[src/rtl/drdy_pkg.sv]
package drdy_pkg;
    typedef enum logic [1:0] {
        ST_EMPTY = 2'd0,
        ST_READY = 2'd1,
        ST_SHIFT = 2'd2,
        ST_LAST  = 2'd3
    } rd_state_t;
endpackage

[src/rtl/drdy_sync.sv]
module drdy_sync #(
    parameter int W      = 2,
    parameter int STAGES = 2
) (
    input  logic         clk,
    input  logic         rst_n,
    input  logic [W-1:0] async_i,
    output logic [W-1:0] sync_o,
    output logic [W-1:0] rise_o,
    output logic [W-1:0] fall_o
);
    localparam int TOP = STAGES - 1;

    logic [STAGES-1:0][W-1:0] stg_q;
    logic [W-1:0]             prev_q;

    always_ff @(posedge clk or negedge rst_n) begin
        if (!rst_n) begin
            stg_q  <= '0;
            prev_q <= '0;
        end else begin
            stg_q  <= {stg_q[STAGES-2:0], async_i};
            prev_q <= stg_q[TOP];
        end
    end

    assign sync_o = stg_q[TOP];

    for (genvar b = 0; b < W; b++) begin : g_edge
        assign rise_o[b] =  stg_q[TOP][b] & ~prev_q[b];
        assign fall_o[b] = ~stg_q[TOP][b] &  prev_q[b];
    end
endmodule

[src/rtl/drdy_shift_fsm.sv]
module drdy_shift_fsm
    import drdy_pkg::*;
#(
    parameter int DATA_W = 24
) (
    input  logic              clk,
    input  logic              rst_n,
    input  logic              res_valid,
    input  logic [DATA_W-1:0] res_data,
    input  logic              cs_hi,
    input  logic              sclk_rise,
    input  logic              sclk_fall,
    output logic              pin_o
);
    localparam int IDX_W = $clog2(DATA_W);
    localparam logic [IDX_W-1:0] IDX_MSB = IDX_W'(DATA_W - 1);

    rd_state_t         state_q, state_d;
    logic [DATA_W-1:0] word_q, word_d;
    logic [IDX_W-1:0]  idx_q, idx_d;

    // state register
    always_ff @(posedge clk or negedge rst_n) begin
        if (!rst_n) begin
            state_q <= ST_EMPTY;
            word_q  <= '0;
            idx_q   <= '0;
        end else begin
            state_q <= state_d;
            word_q  <= word_d;
            idx_q   <= idx_d;
        end
    end

    // transitions
    always_comb begin
        state_d = state_q;
        word_d  = word_q;
        idx_d   = idx_q;
        if (res_valid) begin                       // load
            state_d = ST_READY;
            word_d  = res_data;
            idx_d   = IDX_MSB;
        end else begin
            unique case (state_q)
                ST_EMPTY: ;
                ST_READY: if (cs_hi && sclk_rise) begin   // start
                    state_d = ST_SHIFT;
                    idx_d   = IDX_MSB;
                end
                ST_SHIFT: begin
                    if (!cs_hi) begin                     // abort
                        state_d = ST_READY;
                        idx_d   = IDX_MSB;
                    end else if (sclk_rise) begin
                        idx_d = idx_q - 1'b1;             // step
                        if (idx_q == IDX_W'(1))
                            state_d = ST_LAST;            // finish
                    end
                end
                ST_LAST: if (!cs_hi || sclk_fall || sclk_rise)
                    state_d = ST_EMPTY;                   // retire
                default: state_d = ST_EMPTY;
            endcase
        end
    end

    // outputs
    always_comb begin
        pin_o = 1'b1;
        if (cs_hi) begin
            unique case (state_q)
                ST_EMPTY: pin_o = 1'b1;
                ST_READY: pin_o = 1'b0;
                ST_SHIFT,
                ST_LAST:  pin_o = word_q[idx_q];
                default:  pin_o = 1'b1;
            endcase
        end
    end

    assert_load_ready_R2: assert property (@(posedge clk) disable iff (!rst_n)
        res_valid |=> state_q == ST_READY);
    assert_empty_hold_R7: assert property (@(posedge clk) disable iff (!rst_n)
        (state_q == ST_EMPTY && !res_valid) |=> state_q == ST_EMPTY);
    assert_last_lsb_R5: assert property (@(posedge clk) disable iff (!rst_n)
        state_q == ST_LAST |-> idx_q == '0);
    assert_cs_abort_R8: assert property (@(posedge clk) disable iff (!rst_n)
        (state_q == ST_SHIFT && !cs_hi && !res_valid) |=> state_q == ST_READY);
    assert_start_msb_R4: assert property (@(posedge clk) disable iff (!rst_n)
        (state_q == ST_READY && !res_valid && cs_hi && sclk_rise)
            |=> idx_q == IDX_MSB);
endmodule

[src/rtl/drdy_serial_out.sv]
module drdy_serial_out #(
    parameter int DATA_W      = 24,
    parameter int SYNC_STAGES = 2
) (
    input  logic              clk,
    input  logic              rst_n,
    input  logic              res_valid,
    input  logic [DATA_W-1:0] res_data,
    input  logic              cs_i,
    input  logic              sclk_i,
    output logic              sdo_rdy_o
);
    localparam int HOST_W = 2;   // bit 1: CS, bit 0: SCLK

    logic [HOST_W-1:0] host_s, host_r, host_f;

    drdy_sync #(.W(HOST_W), .STAGES(SYNC_STAGES)) u_sync (
        .clk     (clk),
        .rst_n   (rst_n),
        .async_i ({cs_i, sclk_i}),
        .sync_o  (host_s),
        .rise_o  (host_r),
        .fall_o  (host_f)
    );

    drdy_shift_fsm #(.DATA_W(DATA_W)) u_fsm (
        .clk       (clk),
        .rst_n     (rst_n),
        .res_valid (res_valid),
        .res_data  (res_data),
        .cs_hi     (host_s[1]),
        .sclk_rise (host_r[0]),
        .sclk_fall (host_f[0]),
        .pin_o     (sdo_rdy_o)
    );

    assert_cs_gate_R3: assert property (@(posedge clk) disable iff (!rst_n)
        (!cs_i && $past(!cs_i) && !host_s[1]) |-> sdo_rdy_o);
endmodule

[config.mk]
export PLATFORM = sky130hd
export DESIGN_NAME = drdy_serial_out
export DESIGN_NICKNAME = d
export VERILOG_FILES = /design/src/rtl/drdy_pkg.sv /design/src/rtl/drdy_sync.sv /design/src/rtl/drdy_shift_fsm.sv /design/src/rtl/drdy_serial_out.sv
export SDC_FILE = /design/constraint.sdc
export NUM_CORES = 1
export LEC_CHECK = 0
export ABC_AREA = 1
export BUFFER_PORTS_ARGS = -buffer_cell sky130_fd_sc_hd__buf_2
export CAP_MARGIN = 20
export CORE_ASPECT_RATIO = 1.1
export CORE_UTILIZATION = 53
export DETAILED_ROUTE_END_ITERATION = 7
export PLACE_DENSITY = 0.84
export SETUP_SLACK_MARGIN = 0.2
export SKIP_LAST_GASP = 1
export SLEW_MARGIN = 5
export SYNTH_ARGS = -nofsm -noshare
export SYNTH_HDL_FRONTEND = slang
export SYNTH_HIERARCHICAL = 1
export SYNTH_SLANG_ARGS = --single-unit
[constraint.sdc]
create_clock -name clk -period 1.9 [get_ports clk]
set_input_delay 0.095 -clock clk [delete_from_list [all_inputs] [get_ports clk]]
set_output_delay 0.095 -clock clk [all_outputs]
set_load 0.03 [all_outputs]
; Word-level counts from Yosys, hierarchy flattened
; Index checks and enable logic that the tools add are counted.
[totals]
ff_bits = 36
inputBits = 29
out_inout_bits = 1
word_cells = 46
[op_classes]
n_addsub = 1
n_lt_le_gt_ge = 1
n_eq_ne = 8
muxes = 16
bitwise = 4
reduce_logical = 10
[ops]
columns = cell, count
row1 = $mux 5, 4
row2 = $mux 2, 6
row3 = $pmux 5 s2, 1
row4 = $ne 4x3->1 const B, 2
row5 = $lt 5x6->1 const B, 1
row6 = $ne 3x2->1 const B, 2
row7 = $pmux 2 s3, 1
row8 = $bmux 1 s5, 1
row9 = $eq 5x1->1 const B, 1
row10 = $reduce_and 5->1, 1
row11 = $sub 5x1->5 const B, 1
row12 = $eq 2x2->1 const B, 2
row13 = $reduce_bool 4->1, 1
row14 = $pmux 1 s3, 1
row15 = $reduce_and 3->1, 1
row16 = $reduce_bool 3->1, 1
row17 = $and 1x1->1, 2
row18 = $eq 2x1->1 const B, 1
row19 = $logic_not 2->1, 1
row20 = $logic_or 1x1->1, 2
row21 = $mux 1, 2
row22 = $not 1->1, 2
row23 = $reduce_or 2->1, 1
row24 = $logic_and 1x1->1, 1
row25 = $logic_not 1->1, 1

; Depth between registers and ports, before layout
[logic_depth]
ltp_word = 7
depth_mapped = 11

; Modules after synthesis
; Netlist, hierarchy kept.
[by_module_without_submodules]
columns = module, instances, cells_per_inst, area_per_inst_um2, seq_area_each_um2
row1 = drdy_shift_fsm, 1, 213, 1606.5, 775.7
row2 = drdy_sync, 1, 16, 195.2, 150.1

; Worst setup path after synthesis
; No wires, ideal clock.
[synth_path]
kind = register to output
start = reg u_fsm.idx_q[0]
end = out sdo_rdy_o
arrival_ns = 1.239
t_required_ns = 1.805
setup_slack_ns = 0.566
stages_incl_launch_ff = 11
n_path_buf = 1
cell_sequence = dfrtp_1 buf_4 nand2_1 nand3_1 nand3_1 nand3_1 nand2_1 nand2_1 nand2_1 nand2_1 nand2_1
[synth_via]
elab_chain_len = 4
[synth_rtl]
columns = item, line
row1 = start: declaration, drdy_shift_fsm.sv:20  ; logic [IDX_W-1:0] idx_q, idx_d;
row2 = start signal: assignment, drdy_shift_fsm.sv:31  ; idx_q <= idx_d;
row3 = $bmux 1 s5, drdy_shift_fsm.sv:76  ; ST_LAST: pin_o = word_q[idx_q];
row4 = $mux 1 (implied by the code), drdy_shift_fsm.sv:76
row5 = $pmux 1 s3, drdy_shift_fsm.sv:72  ; unique case (state_q)
row6 = $mux 1, drdy_shift_fsm.sv:71  ; if (cs_hi) begin
row7 = end: declaration, drdy_serial_out.sv:11  ; output logic sdo_rdy_o
; Every way passes these cells. The select of a mux whose other input is x is not followed.

; Worst setup path after layout
; Ends and elaborated chain as after synthesis.

==> results.sh <==
export IMPL_syn_nets=254
export IMPL_syn_to_final_growth_pct=28.3
export IMPL_start_util=0.566
export IMPL_crit_arrival_ns=1.67
export IMPL_port_buffers=29
export IMPL_hold_viol=0
export IMPL_cts_sinks=36
export IMPL_tightest_slew_ns=0.767
export IMPL_drive_gt1_frac=0.171
export IMPL_gp_congestion=0.868
export IMPL_p_sw_w=0.000701
export IMPL_first_pass_iters=6
export IMPL_dieArea_um2=3540
export IMPL_wirelength_um=3630
export IMPL_final_setup_viol_count=0
export IMPL_seqPwrFrac=0.468
export IMPL_viasPerCell=5.02
export IMPL_cts_buffers=5
export IMPL_dpl_instance_area_um2=1900
export IMPL_hold_class="in -> reg"
export IMPL_n_antenna_cell=0
export IMPL_violations="design-rule violations"
export IMPL_nNetsFinal=312
export IMPL_leakagePower_nw=1.17
export IMPL_remaining_drc_errors=4
export IMPL_path_clk_slew_ns=0.10
export IMPL_finalMaxSlewViolations=0
export IMPL_grt_total_usage=0.243
export IMPL_max_freq_mhz=565
export IMPL_final_cells=315
export IMPL_crit_type="reg -> out"
export IMPL_p_int_w=0.00126
export IMPL_antenna_found_initial=0
export IMPL_cp_end_kind="output pin"
export IMPL_synthCells=223
export IMPL_cts_tree="built"
export IMPL_ir_drop_uv=535
export IMPL_wl_per_cell_um=11.5
export IMPL_cts_buffer_depth=2
export IMPL_place_inst=279
export IMPL_outcome="complete, but fails checks"
export IMPL_netlist_area_um2=1750
export IMPL_core_area_um2=3100
export IMPL_drt_iter0_drc=92
export IMPL_ant_nets=0
export IMPL_grt_pass1_wl_um=6540
export IMPL_place_hpwl_um=2230
export IMPL_swShare=0.357
export IMPL_fin_skew_ns=0.00572
export IMPL_clockRootBuffer="clkbuf_4"
export IMPL_num_io_pins=30
export IMPL_first_global_vias=1552
export IMPL_total_power_w=0.00196
export IMPL_period_needed_ns=1.77
export IMPL_die_w_um=56.9
export IMPL_filler_cell_count=247
export IMPL_comb_power_share=0.343
export IMPL_grt_max_degree=47
export IMPL_fin_crit_sh=0.931
export IMPL_tns_ns=0
export IMPL_cts_max_level=2
export IMPL_rsz0062_at_grt="yes"
export IMPL_slew_headroom=0.488
export IMPL_synth_area_per_cell_um2=7.87
export IMPL_cp_max_fo=10
export IMPL_ys_warnings_count=6
export IMPL_clock_latency_ns=0.34
export IMPL_die_h_um=62.3
export IMPL_multi_input_area_um2=672
export IMPL_vias=1581
export IMPL_drv_cap=0
export IMPL_cp_required_ns=1.80
export IMPL_clkPwrFrac=0.190
export IMPL_finalInstanceArea_um2=2250
export IMPL_power_density_nw_per_um2=873
export IMPL_rows=21
export IMPL_ff_latch_area_um2=903
export IMPL_cp_start_kind="register"
export IMPL_gr_total_overflow=0
-- cells in the final DEF (no fill, tap or decap), types with 3 or more instances in the layout --
master / n
buf_4: 3
nand3_1: 21
nand2_1: 69
buf_2: 28
inv_1: 30
dlygate4sd3_1: 27
nor2_1: 11
o21ai_0: 28
dfrtp_1: 34
clkbuf_4: 5
-- worst paths after layout --
path | endpoint | startpoint | cells past startpoint | slack [ns]
setup / recovery | sdo_rdy_o | u_fsm/idx_q[0] | 11 | 0.13
hold / removal | u_fsm/word_q[16] | res_valid | 4 | 0.04
setup reg to reg | u_fsm/state_q[0] | u_fsm/idx_q[1] | 6 | 0.54
hold reg to reg | u_sync/sync_o[0] | u_sync/stg_q[0] | 0 | 0.36
max in group asynchronous | u_fsm/idx_q[0] | rst_n | 2 | 1.01
min in group asynchronous | u_fsm/word_q[15] | rst_n | 2 | 0.36
-- repair_timing --
action                                  in CTS  in global routing
hold buffers                                27                  0
resized for setup                            7                  0
endpoints found under the setup margin       1                  1
endpoints found under the hold margin       62                  0
setup buffers                                2                  0
-- sequential cells by signal, indices dropped and copies added, names as in the netlist --
name / flops
u_fsm/state_q: 2
u_sync/sync_o: 2
u_fsm/word_q: 24
u_sync/prev_q: 1
u_sync/stg_q: 2
u_fsm/idx_q: 5
-- routing by layer --
layer | track usage | wire length [um] | up-vias
met5 | 0 | 0 | -
met1 | 0.301 | 1680 | 728
met2 | 0.406 | 1780 | 32
li1 | - | - | 816
met4 | 0.119 | 62 | 0
met3 | 0.0438 | 113 | 5
-- power by group through the flow --
stage	Combinational [W]	Clock (W)	Sequential, W
after floorplan	0.000458	0	0.000915
after global placement	0.000556	0	0.000926
after detailed placement	0.000562	0	0.000929
after CTS	0.000665	0.000388	0.000917
after global routing	0.000771	0.000417	0.000931
final	0.000674	0.000372	0.000919
-- worst max-delay path, cell delays in order, from the launching register on --
cell and delay (ns):
dfrtp_2 0.46, buf_6 0.15, nand2_1 0.06, nand3_1 0.09, nand3_1 0.09, nand3_1 0.07
nand2_1 0.06, nand2_1 0.04, nand2_1 0.08, nand2_1 0.05, nand2_1 0.06, buf_6 0.13
-- metrics by stage --
| stage | setup slack [ns] | hold slack (ns) | utilization |
|---|---|---|---|
| after floorplan | 0.566 | -0.201 | - |
| after CTS | 0.114 | 0.0260 | 0.726 |
| after detailed placement | 0.340 | 0.205 | 0.614 |
| final | 0.131 | 0.0418 | 0.726 |
| after global routing | 0.000470 | 0.0657 | 0.726 |
| after global placement | 0.381 | 0.202 | 0.614 |
-- layout make-up --
| class | count | share of cell area |
|---|---|---|
| clock buffers | 6 | 0.0183 |
| clock inverters | 1 | 0.00222 |
| inverters | 34 | 0.0584 |
| multi-input cells | 144 | 0.298 |
| flip-flops and latches | 36 | 0.401 |
| well taps | 34 | 0.0189 |
| repair buffers | 60 | 0.202 |
Power figures use the tool's default switching activity.
